File: config.mk
export PLATFORM = sky130hd
export DESIGN_NAME = acs4_hd
export DESIGN_NICKNAME = d
export VERILOG_FILES = /design/src/rtl/acs4_pkg.sv /design/src/rtl/acs4_bmu.sv /design/src/rtl/acs4_bfly.sv /design/src/rtl/acs4_best.sv /design/src/rtl/acs4_hd.sv
export SDC_FILE = /design/constraint.sdc
export NUM_CORES = 1
export LEC_CHECK = 0
export ABC_AREA = 1
export BUFFER_PORTS_ARGS = -buffer_cell sky130_fd_sc_hd__buf_4
export CAP_MARGIN = 0
export CORE_UTILIZATION = 51
export DETAILED_ROUTE_END_ITERATION = 7
export HOLD_SLACK_MARGIN = 0.15
export PLACE_DENSITY = 0.7
export SLEW_MARGIN = 20
export SYNTH_ARGS = -nofsm -noshare
export SYNTH_HDL_FRONTEND = slang
export SYNTH_SLANG_ARGS = --single-unit
File: constraint.sdc
create_clock -name clk -period 8.7 [get_ports clk]
set_input_delay 1.74 -clock clk [delete_from_list [all_inputs] [get_ports clk]]
set_output_delay 1.74 -clock clk [all_outputs]
set_load 0.02 [all_outputs]
File: src/rtl/acs4_pkg.sv
package acs4_pkg;
    localparam int MEM  = 2;
    localparam int NST  = 1 << MEM;
    localparam int NBF  = NST / 2;
    localparam int SW   = MEM;
    localparam int BMW  = 2;
    localparam int NLAB = 4;

    typedef logic [1:0]     sym_t;
    typedef logic [BMW-1:0] bm_t;
endpackage

File: src/rtl/acs4_bmu.sv
module acs4_bmu
    import acs4_pkg::*;
(
    input  sym_t                     sym_i,
    output logic [NLAB-1:0][BMW-1:0] bm_o
);
    for (genvar l = 0; l < NLAB; l++) begin : g_lab
        localparam logic [1:0] LAB = 2'(l);
        always_comb begin
            bm_o[l] = BMW'(sym_i[1] ^ LAB[1]) + BMW'(sym_i[0] ^ LAB[0]);
        end
    end
endmodule

File: src/rtl/acs4_bfly.sv
module acs4_bfly
    import acs4_pkg::*;
#(
    parameter int MW = 5,
    parameter int J  = 0
) (
    input  logic [MW-1:0]            pm_up_i,
    input  logic [MW-1:0]            pm_lo_i,
    input  logic [NLAB-1:0][BMW-1:0] bm_i,
    output logic [MW-1:0]            pm_even_o,
    output logic [MW-1:0]            pm_odd_o,
    output logic                     dec_even_o,
    output logic                     dec_odd_o
);
    localparam logic [1:0] LA = {1'(J), 1'b0};
    localparam logic [1:0] LB = ~LA;

    logic [MW-1:0] ce_up, ce_lo, co_up, co_lo, de, dodd;

    always_comb begin
        ce_up = pm_up_i + MW'(bm_i[LA]);
        ce_lo = pm_lo_i + MW'(bm_i[LB]);
        co_up = pm_up_i + MW'(bm_i[LB]);
        co_lo = pm_lo_i + MW'(bm_i[LA]);
        de    = ce_lo - ce_up;
        dodd  = co_lo - co_up;
        dec_even_o = de[MW-1];
        dec_odd_o  = dodd[MW-1];
        pm_even_o  = dec_even_o ? ce_lo : ce_up;
        pm_odd_o   = dec_odd_o  ? co_lo : co_up;
    end
endmodule

File: src/rtl/acs4_best.sv
module acs4_best
    import acs4_pkg::*;
#(
    parameter int MW = 5
) (
    input  logic [NST-1:0][MW-1:0] pm_i,
    output logic [SW-1:0]          best_o
);
    logic [1:0][MW-1:0] l1_pm;
    logic [1:0]         l1_hi;

    for (genvar g = 0; g < 2; g++) begin : g_l1
        logic [MW-1:0] d;
        always_comb begin
            d        = pm_i[2*g+1] - pm_i[2*g];
            l1_hi[g] = d[MW-1];
            l1_pm[g] = l1_hi[g] ? pm_i[2*g+1] : pm_i[2*g];
        end
    end

    logic [MW-1:0] d2;
    logic          pick1;
    always_comb begin
        d2     = l1_pm[1] - l1_pm[0];
        pick1  = d2[MW-1];
        best_o = pick1 ? {1'b1, l1_hi[1]} : {1'b0, l1_hi[0]};
    end
endmodule

File: src/rtl/acs4_hd.sv
module acs4_hd
    import acs4_pkg::*;
#(
    parameter int MW = 5
) (
    input  logic              clk,
    input  logic              rst,
    input  logic              clr_i,
    input  logic              in_valid_i,
    input  logic [1:0]        sym_i,
    output logic [NST*MW-1:0] metric_o,
    output logic [NST-1:0]    dec_o,
    output logic [SW-1:0]     best_o,
    output logic              out_valid_o
);
    typedef struct packed {
        logic [NST-1:0][MW-1:0] pm;
        logic [NST-1:0]         dec;
        logic [SW-1:0]          best;
        logic                   vld;
    } st_t;

    st_t st_d, st_q;

    logic [NLAB-1:0][BMW-1:0] bm;
    logic [NST-1:0][MW-1:0]   pm_new;
    logic [NST-1:0]           dec_new;
    logic [SW-1:0]            best_new;

    acs4_bmu u_bmu (.sym_i(sym_i), .bm_o(bm));

    for (genvar j = 0; j < NBF; j++) begin : g_bf
        acs4_bfly #(.MW(MW), .J(j)) u_bf (
            .pm_up_i   (st_q.pm[j]),
            .pm_lo_i   (st_q.pm[j+NBF]),
            .bm_i      (bm),
            .pm_even_o (pm_new[2*j]),
            .pm_odd_o  (pm_new[2*j+1]),
            .dec_even_o(dec_new[2*j]),
            .dec_odd_o (dec_new[2*j+1])
        );
    end

    acs4_best #(.MW(MW)) u_best (.pm_i(pm_new), .best_o(best_new));

    always_comb begin
        st_d     = st_q;
        st_d.vld = 1'b0;
        if (clr_i) begin
            st_d = '0;
        end else if (in_valid_i) begin
            st_d.pm   = pm_new;
            st_d.dec  = dec_new;
            st_d.best = best_new;
            st_d.vld  = 1'b1;
        end
    end

    always_ff @(posedge clk) begin
        if (rst) st_q <= '0;
        else     st_q <= st_d;
    end

    assign metric_o    = st_q.pm;
    assign dec_o       = st_q.dec;
    assign best_o      = st_q.best;
    assign out_valid_o = st_q.vld;

    logic [MW-1:0] best_pm;
    logic          spread_ok;
    always_comb begin
        best_pm   = st_q.pm[st_q.best];
        spread_ok = 1'b1;
        for (int s = 0; s < NST; s++) begin
            if (MW'(st_q.pm[s] - best_pm) > MW'(4)) spread_ok = 1'b0;
        end
    end

    AST_CLR_ZERO: assert property (@(posedge clk) disable iff (rst)
        clr_i |=> (st_q.pm == '0 && st_q.dec == '0 && st_q.best == '0 && !st_q.vld));
    AST_VLD_PULSE: assert property (@(posedge clk) disable iff (rst)
        (in_valid_i && !clr_i) |=> out_valid_o);
    AST_VLD_IDLE: assert property (@(posedge clk) disable iff (rst)
        !in_valid_i |=> !out_valid_o);
    AST_HOLD: assert property (@(posedge clk) disable iff (rst)
        (!in_valid_i && !clr_i) |=> ($stable(metric_o) && $stable(dec_o) && $stable(best_o)));
    AST_MIN_STEP: assert property (@(posedge clk) disable iff (rst)
        (in_valid_i && !clr_i) |=> (MW'(best_pm - $past(best_pm)) <= MW'(2)));
    AST_SPREAD: assert property (@(posedge clk) disable iff (rst)
        spread_ok);
endmodule

# Yosys cells after proc, flatten, opt, wreduce, memory -nomap -nowiden
# Index checks and enable logic that the tools add are counted.
dict set report totals {
  regBits 27
  latch_bits 0
  ram_bits 0
  romBits 0
  input_bits 6
  output_inout_bits 27
  word_cells 37
  memories 0
}
dict set report classes {
  n_addsub 19
  mul 0
  n_div 0
  order_cmp 0
  n_eq_ne 0
  n_shift 0
  mux 8
  n_bitwise 2
  n_reduce_logical 1
}
# op count
set ops {}
lappend ops {{$add 5x2->5} 8}
lappend ops {{$sub 5x5->5} 7}
lappend ops {{$mux 5} 6}
lappend ops {{$add 1x1->2} 4}
lappend ops {{$mux 2} 1}
lappend ops {{$not 1->1} 2}
lappend ops {{$reduce_or 2->1} 1}
lappend ops {{$mux 1} 1}

# Logic depth before layout (Yosys ltp)
dict set report logic_depth {
  ltp_word 9
  depth_mapped 39
  ltp_nobuf 39
}

# Hierarchy
# Synthesis repeated with hierarchy kept, for this count alone.
dict set report unflattened {
  hier_cells 588
  hier_area_um2 3736.1
}
# mod n_inst cells_each area_each_um2 seq_area_each_um2
set modules_own_cells {}
lappend modules_own_cells {acs4_bfly 2 159 1007.2 0.0}
lappend modules_own_cells {acs4_hd 1 167 1117.3 540.5}
lappend modules_own_cells {acs4_best 1 94 528.0 0.0}
lappend modules_own_cells {acs4_bmu 1 9 76.3 0.0}

# Worst setup path before layout
# OpenSTA, ideal clock, no wires.
dict set report synth_timing {
  path_type {input to register}
  startpoint {in sym_i[0]}
  endpoint {reg st_q, in the netlist best_o[0]}
  setup_ns 0.129
  arrival_ns 5.843
  required_ns 8.571
  slack_ns 2.728
  cell_stages 34
  n_path_buf 0
  cell_sequence {inv_1 > ha_1 > inv_1 > ha_1 > ha_1 > inv_1 > nand2_2 > xor2_1 > ha_1 > nand2_1 > nand2_1 > nand3_1 > nand2_2 > nand2_1 > nand2_4 > nand2_4 > nor2_1 > a21oi_1 > ha_1 > inv_1 > o21bai_1 > inv_1 > nand3_1 > nand2_1 > inv_1 > nand2_1 > o21ai_0 > ha_1 > a21oi_1 > nand2_1 > nand2_1 > nand3_2 > nand3_2 > a21oi_2}
}
dict set report synth_between {
  elab_chain_cells 9
  word_cells_on_any_way 27
  classes_between {19 x add/sub; 7 x mux; 1 x bitwise}
}
# element line_no
set synth_lines {}
lappend synth_lines {{start, declared} acs4_hd.sv:10} ;# input logic [1:0] sym_i,
lappend synth_lines {{$not 1->1 (no source line)} n/a}
lappend synth_lines {{$add 1x1->2} acs4_bmu.sv:10} ;# bm_o[l] = BMW'(sym_i[1] ^ LAB[1]) + BMW'(sym_i[0] ^ LAB[0]);
lappend synth_lines {{$add 5x2->5} acs4_bfly.sv:23} ;# co_up = pm_up_i + MW'(bm_i[LB]);
lappend synth_lines {{$sub 5x5->5} acs4_bfly.sv:26} ;# dodd = co_lo - co_up;
lappend synth_lines {{$mux 5 (*)} acs4_bfly.sv:30} ;# pm_odd_o = dec_odd_o ? co_lo : co_up;
lappend synth_lines {{net g_bf[1].u_bf.pm_odd_o[3]} acs4_bfly.sv:11} ;# output logic [MW-1:0] pm_odd_o,
lappend synth_lines {{$sub 5x5->5} acs4_best.sv:15} ;# d = pm_i[2*g+1] - pm_i[2*g];
lappend synth_lines {{$mux 5} acs4_best.sv:17} ;# l1_pm[g] = l1_hi[g] ? pm_i[2*g+1] : pm_i[2*g];
lappend synth_lines {{$sub 5x5->5} acs4_best.sv:24} ;# d2 = l1_pm[1] - l1_pm[0];
lappend synth_lines {{$mux 2 (*)} acs4_best.sv:26} ;# best_o = pick1 ? {1'b1, l1_hi[1]} : {1'b0, l1_hi[0]};
lappend synth_lines {{end signal, assigned} acs4_hd.sv:61} ;# else st_q <= st_d;
lappend synth_lines {{end, declared} acs4_hd.sv:23} ;# st_t st_d, st_q;
# The timed path passes the listed nets; every way through them passes the cells marked *.
# A chain may end at the register's enable or synchronous reset.

# Final worst setup path
# Ends and elaborated chain as after synthesis.

==> results.tsv <==
stage	metric	value	unit
critical_path	setup slack of the most critical reg-to-reg path	3.70	ns
floorplanning	core region area	6390	sq um
critical_path	CP max stage cell	o21ai_0	
grt	largest net degree at the start of global routing	29	
critical_path	crit start category	primary input	
routing	routed length on met2	3.92	mm
finish	fraction of layout instances using a drive strength above 1	16.6	%
finish	share of the core filled with cells in the final layout	58.2	%
routing	per-cell via count in the routed design	5.19	
finish	most used cells in the layout excluding fill and tap cells	158 x nand2_1, 94 x inv_1, 56 x nand3_1	
finish	antenna diode count	0	
synthesis	register area share after synthesis	15.9	%
clock_tree	clock latency on the worst-skew pair	0.29	ns
critical_path	kind of cell adding the most delay to the critical path	adder cells	
critical_path	Critical path buffers and inverters	6	
critical_path	count of cells along the worst register-to-register path	31	
power	leakage	2.19	nW
finish	Post-layout nets	625	
sta	Final Hold Viols	0	
floorplanning	Placement Rows	29	
min_path	worst-case hold path end point	dec_o[2]	
job	reported max-cap violation count	0	
routing	detailed-routing wirelength on met1	4.13	mm
placement	gpl congestion	0.886	
routing	first-pass detailed-route iteration total	4	
routing	total via count in the routed design	3427	
grt	wire length of the first global-routing pass	15.0	mm
synthesis	Avg Synthesized Cell Area	6.12	sq um
sta	final count of negative-setup-slack endpoints	0	
critical_path	kind of end point of the critical path	flip-flop	
min_path	Min-Delay Path Depth	2	
placement	count of port buffers added during placement	32	
routing	count of unresolved DRC violations after routing	0	
floorplanning	overall die height	83.6	um
routing	count of nets left with antenna violations after detail routing	0	
clock_tree	number of hold buffers added after CTS	0	
critical_path	Critical Path Most Common Cell	nand2_1	
sta	crit path time final	6.65	ns
critical_path	Critical Path Max Stage Delay	0.48	ns
synthesis	Syn Std Cell Area	3400	sq um
outcome	status	complete, no violations	
power	worst IR drop on VDD	0.265	mV
placement	estimated wirelength of the detail-placed design	7.13	mm
grt	antenna violations before repair	0	
synthesis	number of enable flip-flop cells after synthesis	0	
grt	GRT overflow	0	
critical_path	endpoint of the lowest-slack register-to-register path	best_o[0]	
floorplanning	starting utilization of the core area	53.2	%
routing	Iter 0 DRT Violations	223	
sta	highest attainable clock frequency	0.150	GHz
floorplanning	Die X-Extent	83.6	um
finish	count of filler cells inserted in the layout	631	
critical_path	critical path arrival	6.81	ns
finish	commonest non-fill, non-tap cell in the layout	nand2_1	
routing	Met3 Routed Length	542	um
finish	Area growth syn-to-layout	9.43	%
sta	hold slack final	0.496	ns
clock_tree	TritonCTS buffer count	3	
clock_tree	number of clock sinks	27	
synthesis	warning count from the yosys run	0	
synthesis	Most used DFF post-synth	dfxtp_1	
floorplanning	Die Outline Area	6990	sq um
critical_path	required time of the worst setup path	8.85	ns
floorplanning	number of I/O pins	33	
synthesis	share of synthesized flip-flops with an asynchronous set or reset	0	%
sta	number of slew-limit violations in the final report	0	
placement	Post-Place Worst Slack	1.79	ns
sta	final total negative setup slack	0	ns
routing	routed wire length	8.67	mm
clock_tree	clock root buffer	clkbuf_8	
min_path	worst min-delay path category	flip-flop to flip-flop	
grt	number of global-route vias before repair	3226	
routing	highest routed metal layer	met4	
clock_tree	number of H-tree levels	1	
clock_tree	post-CTS setup buffer count	0	
sta	max_slew headroom	49.2	%
critical_path	worst flop-to-flop path startpoint	metric_o[6]	
clock_tree	# resized after CTS	0	
grt	All-Layer GR Usage	26.1	%
sta	measured slew at the worst slew-check pin	0.758	ns
synthesis	Post-Syn Instances	555	
sta	final critical-path setup slack	2.05	ns
sta	share of the cycle needed by the critical path after routing	76.5	%
synthesis	flop and latch count out of synthesis	27	
routing	average wire per standard cell	13.1	um
sta	unrepaired setup endpoints after global routing	no	
critical_path	Worst Path Class, Setup	primary input to flip-flop	
clock_tree	CTS max path bufs	2	
synthesis	Synthesized Nets	596	
sta	Worst Skew	0.0162	ns
clock_tree	clk slew on worst S/H paths	0.09	ns
clock_tree	CTS tree	built	
min_path	startpoint of the lowest-slack hold path	dec_o[2]	
synthesis	synth unique cells	31	
power	Cell Pwr Density	225	nW/um^2
critical_path	critical-path maximum fanout	8	
==> power by group <==
| group | switching, W | leakage [nW] | total [W] | internal (W) |
|---|---|---|---|---|
| sequential | 0.0000122 | 0.221 | 0.000147 | 0.000134 |
| clock | 0.0000439 | 0.0255 | 0.0000762 | 0.0000322 |
| combinational | 0.000401 | 1.95 | 0.000614 | 0.000213 |
==> area by class of cell <==
| class | instances | area, sq um | area share (%) |
|---|---|---|---|
| Multi-Input combinational cell | 414 | 2390 | 64.4 |
| Clock buffer | 3 | 41.3 | 1.11 |
| Clock inverter | 1 | 5.00 | 0.135 |
| Timing Repair Buffer | 33 | 248 | 6.66 |
| Inverter | 105 | 394 | 10.6 |
| Tap cell | 77 | 96.3 | 2.59 |
| Sequential cell | 27 | 541 | 14.5 |
==> per-stage QoR <==
stage,total power (W),instance area [sq um],std cells
after floorplan,0.000634,3400,555
after global placement,0.000743,3670,656
after detailed placement,0.000760,3670,656
after CTS,0.000838,3720,660
after global routing,0.000947,3720,660
final,0.000837,3720,660
==> worst max-delay path by stage <==
stage	from	to	slack, ns	cells after the start
floorplan	sym_i[0]	best_o[0]	2.73	34
global placement	sym_i[0]	best_o[1]	1.89	34
detailed placement	sym_i[0]	best_o[0]	1.79	34
CTS	sym_i[0]	best_o[0]	2.08	34
global route	sym_i[0]	best_o[1]	1.49	34
finish	sym_i[0]	best_o[0]	2.05	34
==> sequential cells by signal, summed over array words and instances, names as in the netlist <==
signal and count:
best_o 2, dec_o 4, metric_o 20, out_valid_o 1
==> cell usage after synthesis, drive strengths merged, types with 4 or more instances <==
cell type  count  share of area [%]
nand2        196                 25
ha            35                 13
o211ai         9                2.0
xor2          20                5.4
nand3         67                 11
dfxtp         27                 16
inv          102                 11
nor2          16                1.8
a21oi         24                3.8
and2           4               0.74
o21ai         33                4.9
buf            5                1.4
==> cells by family after synthesis <==
group	synth area share, %
AO/OA/AOI/OAI	11.5
XOR/XNOR	5.63
adder cells (fa/ha/maj)	12.9
buffers and inverters	13.7
flip-flops	15.9
AND/OR/NAND/NOR	40.4
==> per-layer routing <==
metal	global-route usage [%]	up-vias
met5	0	-
met1	36.1	1507
met2	44.2	109
met4	3.85	0
met3	3.36	11
li1	-	1800
==> worst register-to-register path: cells and delay by family, from the launching register on <==
family                   cells  cell delay, ns
AO/OA/AOI/OAI                4            1.01
flip-flops                   1            0.49
AND/OR/NAND/NOR             19            1.85
XOR/XNOR                     1            0.20
adder cells (fa/ha/maj)      4            1.06
buffers and inverters        3            0.25
Note: power is estimated with default switching activity, not from simulation.
